## config.mk

```make
export PLATFORM = sky130hd
export DESIGN_NAME = par_port_adapter
export DESIGN_NICKNAME = d
export VERILOG_FILES = /design/src/rtl/par_port_adapter.sv
export SDC_FILE = /design/constraint.sdc
export NUM_CORES = 1
export LEC_CHECK = 0
export ABC_CLOCK_PERIOD_IN_PS = 5590
export BUFFER_PORTS_ARGS = -buffer_cell sky130_fd_sc_hd__buf_2
export CAP_MARGIN = 10
export CORE_MARGIN = 2
export CORE_UTILIZATION = 40
export CTS_CLUSTER_SIZE = 14
export DETAILED_ROUTE_END_ITERATION = 6
export PLACE_DENSITY = 0.76
export RECOVER_POWER = 25
export SKIP_CTS_REPAIR_TIMING = 1
export SYNTH_ARGS = -nofsm -noshare
export SYNTH_HDL_FRONTEND = slang
export SYNTH_SLANG_ARGS = --single-unit
```

## constraint.sdc

```tcl
create_clock -name clk -period 5.59 [get_ports clk]
set_input_delay 0.2795 -clock clk [delete_from_list [all_inputs] [get_ports clk]]
set_output_delay 0.2795 -clock clk [all_outputs]
set_load 0.01 [all_outputs]
```

## src/rtl/par_port_adapter.sv

```systemverilog
module par_port_adapter (
  input  logic       clk,
  input  logic       rst,
  input  logic       cs_n,
  input  logic       rd_n,
  input  logic       wr_n,
  input  logic [1:0] addr,
  input  logic [7:0] wdata,
  output logic [7:0] rdata,
  input  logic [7:0] a_in,
  input  logic [7:0] b_in,
  input  logic [7:0] c_in,
  output logic [7:0] a_out,
  output logic [7:0] b_out,
  output logic [7:0] c_out,
  output logic       a_oe,
  output logic       b_oe,
  output logic [7:0] c_oe
);
  localparam logic [6:0] CTRL_INIT = 7'h1B;

  logic [6:0] ctrl;
  logic       wr_n_q;
  logic       wr_go;
  logic       rd_go;
  logic [7:0] c_rd;

  assign wr_go = !cs_n && !wr_n && wr_n_q;
  assign rd_go = !cs_n && !rd_n;

  always_ff @(posedge clk) begin
    if (rst) wr_n_q <= 1'b1;
    else     wr_n_q <= wr_n;
  end

  always_ff @(posedge clk) begin
    if (rst) begin
      ctrl  <= CTRL_INIT;
      a_out <= '0;
      b_out <= '0;
      c_out <= '0;
    end else if (wr_go) begin
      case (addr)
        2'd0: a_out <= wdata;
        2'd1: b_out <= wdata;
        2'd2: c_out <= wdata;
        default: begin
          if (wdata[7]) begin
            ctrl  <= wdata[6:0];
            a_out <= '0;
            b_out <= '0;
            c_out <= '0;
          end else begin
            c_out[wdata[3:1]] <= wdata[0];
          end
        end
      endcase
    end
  end

  assign a_oe = !ctrl[4];
  assign b_oe = !ctrl[1];
  assign c_oe = {{4{!ctrl[3]}}, {4{!ctrl[0]}}};

  assign c_rd = {ctrl[3] ? c_in[7:4] : c_out[7:4],
                 ctrl[0] ? c_in[3:0] : c_out[3:0]};

  always_comb begin
    rdata = '0;
    if (rd_go) begin
      case (addr)
        2'd0:    rdata = ctrl[4] ? a_in : a_out;
        2'd1:    rdata = ctrl[1] ? b_in : b_out;
        2'd2:    rdata = c_rd;
        default: rdata = {1'b1, ctrl};
      endcase
    end
  end
endmodule

```

-- Word-level counts from Yosys, hierarchy flattened
Cells that the tools add are included.
- register bits: 32
- input port bits: 39
- muxes and demuxes: 14
- reduce and logical (&&, ||, !) cells: 22
- magnitude comparators: 2
- bitwise logic cells: 4
- eq/ne operators: 2
- operator list (kind ; number):
    one-hot mux 8 bit (2 select lines) ; 3
    2-to-1 mux 8 bit ; 5
    one-hot mux 8 bit (3 select lines) ; 1
    AND reduction 3 bit ; 3
    bitwise mux 8 bit ; 1
    2-to-1 mux 4 bit ; 2
    zero test 1 bit ; 7
    OR reduction 2 bit ; 3
    logical AND 1 bit ; 4
    < comparator 3 x 4 -> 1 bit (second input constant) ; 1
    NOT 1 bit ; 4
    nonzero test 2 bit ; 2
    demux 1 bit (select 3 bit) ; 1
    greater-or-equal comparator 3 x 1 -> 1 bit (second input constant) ; 1
    OR reduction 3 bit ; 1
    == test 2 x 1 -> 1 bit (second input constant) ; 1
    == test 2 bit (second input constant) ; 1
    zero test 2 bit ; 1
    AND reduction 2 bit ; 1
    2-to-1 mux 1 bit ; 1

-- Logic depth before layout (Yosys ltp)
- depth in word-level cells: 7
- gate-level depth with buffers: 9

-- Least setup slack after synthesis
No wires, ideal clock.
- kind: input to register
- start point: input addr[0]
- end point: register b_out[2]
- arrival time: 2.009 ns
- library setup time: 0.128 ns
- stages: 9
- required time: 5.462 ns
- path buffers: 3
- path slack: 3.454 ns
- cell sequence: inv_1 -> ha_1 -> buf_6 -> or4b_4 -> buf_6 -> or3_1 -> buf_6 -> a22oi_1 -> nor2_1
- longest elaborated chain between the ends: 4
- elaborated cells on any way between the ends: 8
- ends and longest elaborated chain (item ; RTL line ; source):
    from (decl) ; 7 ; input logic [1:0] addr,
    == test 2 bit or zero test 2 bit (tied branches) ; 43 ; case (addr)
    OR reduction 2 bit (no source line) ; - ;
    NOT 1 bit (no source line) ; - ;
    AND reduction 3 bit (no source line) ; - ;
    to (signal assigned) ; 45 ; 2'd1: b_out <= wdata;
    to (decl) ; 14 ; output logic [7:0] b_out,
Several ways; a longest one is shown, not always the timed one.
A chain may end at the register's enable or synchronous reset.

-- Final worst setup path
- start point: input addr[0]
- end point: register b_out[4]
Same word-level chain as after synthesis.

==> results.ini <==
[final_layout]
fin_area_sq_mm=0.00243
n_antenna_cell=0
area_growth_pct=21.0
nNetsFinal=340
fillCellCount=467
drive_gt1_share_pct=32.7

[yosys]
synth_cell_types=40
synth_compound_area_share_pct=25.0
synth_warnings=0
synthCells=236
syn_area_per_cell_sq_um=8.53
synth.cell_area_sq_mm=0.00201
synth-main-ff-cell=dfxtp_1
synth_nets=280
synth_seq_cells=32
synth_top_family_by_area=compound AO/OA/AOI/OAI gates
synthXorXnorAreaFrac_pct=0
muxShareOfSynthArea_pct=13.7
ys_seq_area_share_pct=31.8
synth_edf_count=0
synth_fa_ha_area_share_pct=3.11
synth-simple-area-share_pct=17.2
async_flop_share_pct=0

[cts]
root_buffer=clkbuf_8
cts.sinks=32
insertion_delay_ns=0.28
cts_tree=yes
clkSlewWorstSetupHoldPaths_ns=0.07
cts_inserted_buffers=5
h-tree-depth=2
clockBufferDepth=2

[floorplan]
start_util_pct=42.0
die_area_sq_mm=0.00561
row_count=25
boundaryPins=81
die_w_um=74.9
core_sq_mm=0.00479
die_y_um=74.9

[worst_hold_path]
min_from=wr_n
hold_class=input pin to flop

[worst_setup_path]
cpPeakStageDelay_ns=0.68
crit_buf_inv=2
worstPathMaxFanout=18
crit_type=input pin to flop
crit_start=addr[0]
critPathCaptureType=flop
crit_chain=buf_2 > inv_1 > ha_1 > or4b_4 > or3_1 > a22oi_1 > nor2_1
startpoint_type=input pin
r2r_start=wr_n_q
crit_required_ns=5.70
cp_data_arrival_time_ns=2.33
crit_family=simple AND/OR/NAND/NOR gates
crit_slowest_cell=or4b_4

[power]
powerDensity_mw_per_mm2=225
irDropWorstVdd_mv=0.104
leakage_nw=0.985
fin_total_pwr_mw=0.549

[route]
first_iter_violations=218
drtPass1Iterations=5
routed_wl_um=6100
vias=2045
vias_per_cell=5.62
ant_nets=0
drc_errors=0
wire_per_inst_um=16.8

[grt]
grt_max_degree=33
track_usage_pct=22.1
grt-ovfl-total=0
grt_antenna_before_repair=0
grt_pass1_vias=1722
grt_pass1_wl_um=9150

[sta]
skew_ns=0.00514
hold_viol_final=0
min_period_ns=2.22
slew_viol_final=0
fin_crit_sh_pct=39.7
rsz0062_at_grt=false
fmax_mhz=450
setup_viol=0
slew_headroom_pct=4.40
worst_slew_pin_slew_ns=1.43
finalSetupTns_ns=0

[placed_design]
gp_congestion=0.877
post-dp-hpwl_um=4450
postPlaceCellArea_sq_mm=0.00235
portBuffers=80

[outcome]
status=finished clean

[run]
cap_violations=0

## kinds of logic (layout without fill, tap and decap cells)
logic type	Yosys count	in the layout
AOI/OAI and AO/OA	72	72
and+or+nand+nor	65	65
buffers and inverters	37	98
DFF	32	32
muxes	25	25
adders and majority gates	5	5
## flip-flops by register name (all words and copies together) (netlist names)
signal / flops
a_out: 8
c_out: 8
wr_n_q: 1
ctrl: 7
b_out: 8
## synthesized netlist by cell type (2+ instances only)
library cell | count | area, sq um
clkbuf_1 | 18 | 67.6
buf_6 | 3 | 33.8
a221oi_1 | 7 | 61.3
inv_1 | 10 | 37.5
a32oi_1 | 2 | 17.5
nand4_1 | 2 | 12.5
o22ai_1 | 3 | 18.8
a311oi_1 | 5 | 43.8
buf_4 | 6 | 45.0
a211oi_1 | 4 | 30.0
nor4b_1 | 2 | 17.5
a21oi_1 | 18 | 90.1
nand3b_1 | 2 | 15.0
nor2b_1 | 2 | 12.5
o21ai_0 | 4 | 20.0
nand3_1 | 9 | 45.0
nand2_1 | 11 | 41.3
mux2i_1 | 4 | 40.0
a22oi_1 | 16 | 120
ha_1 | 5 | 62.6
or2_2 | 3 | 18.8
o21a_1 | 4 | 30.0
mux2_2 | 21 | 236
nor2_1 | 24 | 90.1
o211ai_1 | 2 | 15.0
a211o_1 | 4 | 35.0
dfxtp_1 | 32 | 641
## worst paths after layout
check | end | slack, ns | cells after the start
hold reg to reg | a_out[5] | 0.47 | 2
hold / removal | wr_n_q | 0.25 | 2
setup reg to reg | b_out[4] | 3.75 | 4
setup / recovery | b_out[4] | 3.37 | 7
## metrics by stage
stage                     std cells  hold slack [ns]  worst slack [ns]  util, %
after floorplan                 236            0.374              3.45        -
after global placement          356            0.456              3.18     49.1
after detailed placement        356            0.455              3.13     49.1
after CTS                       364            0.239              3.43     51.3
after global routing            364            0.248              3.28     50.9
final                           364            0.248              3.37     50.9
## cells in the final DEF, fill, tap and decap left out, types with 2 or more instances in the layout
cell	Yosys	layout
mux2_2	21	21
nand3b_1	2	2
a211o_1	4	4
nor4b_1	2	2
o21ai_0	4	4
mux2i_1	4	4
or2_2	3	3
inv_1	10	10
a211oi_1	4	4
a221oi_1	7	7
a22oi_1	16	16
a32oi_1	2	2
o21a_1	4	4
dfxtp_1	32	32
nand3_1	9	9
a311oi_1	5	5
ha_1	5	5
o211ai_1	2	2
nand4_1	2	2
clkbuf_1	18	19
buf_2	0	62
nor2b_1	2	2
nand2_1	11	11
nor2_1	24	24
a21oi_1	18	18
o22ai_1	3	3
clkbuf_8	0	5
## worst register-to-register path: cells and delay by family (launching register included)
family	cells	cell delay [ns]
simple gates	3	1.09
flops	1	0.33
compound gates	1	0.24
## power breakdown
part / internal [mW] / total, mW / switching, mW
logic: 0.0382 / 0.0927 / 0.0545
registers: 0.232 / 0.236 / 0.00400
clock network: 0.132 / 0.220 / 0.0874
## metal layers
| layer | up-vias | track usage, % | routed length, um |
|---|---|---|---|
| met5 | - | 0 | 0 |
| met4 | 0 | 9.13 | 82 |
| met3 | 8 | 4.69 | 570 |
| met2 | 120 | 31.8 | 2750 |
| met1 | 933 | 32.0 | 2700 |
| li1 | 984 | - | - |
## area by class of cell
type                            instances  area, sq um  area share [%]
Clock buffer                            6         72.6            2.98
Inverter                               10         37.5            1.54
Multi-Input combinational cell        167         1190            48.8
Tap cell                               67         83.8            3.44
Clock inverter                          2         35.0            1.44
Timing Repair Buffer                   80          378            15.5
Sequential cell                        32          641            26.3
No activity file was read; power rests on OpenSTA's default activity.
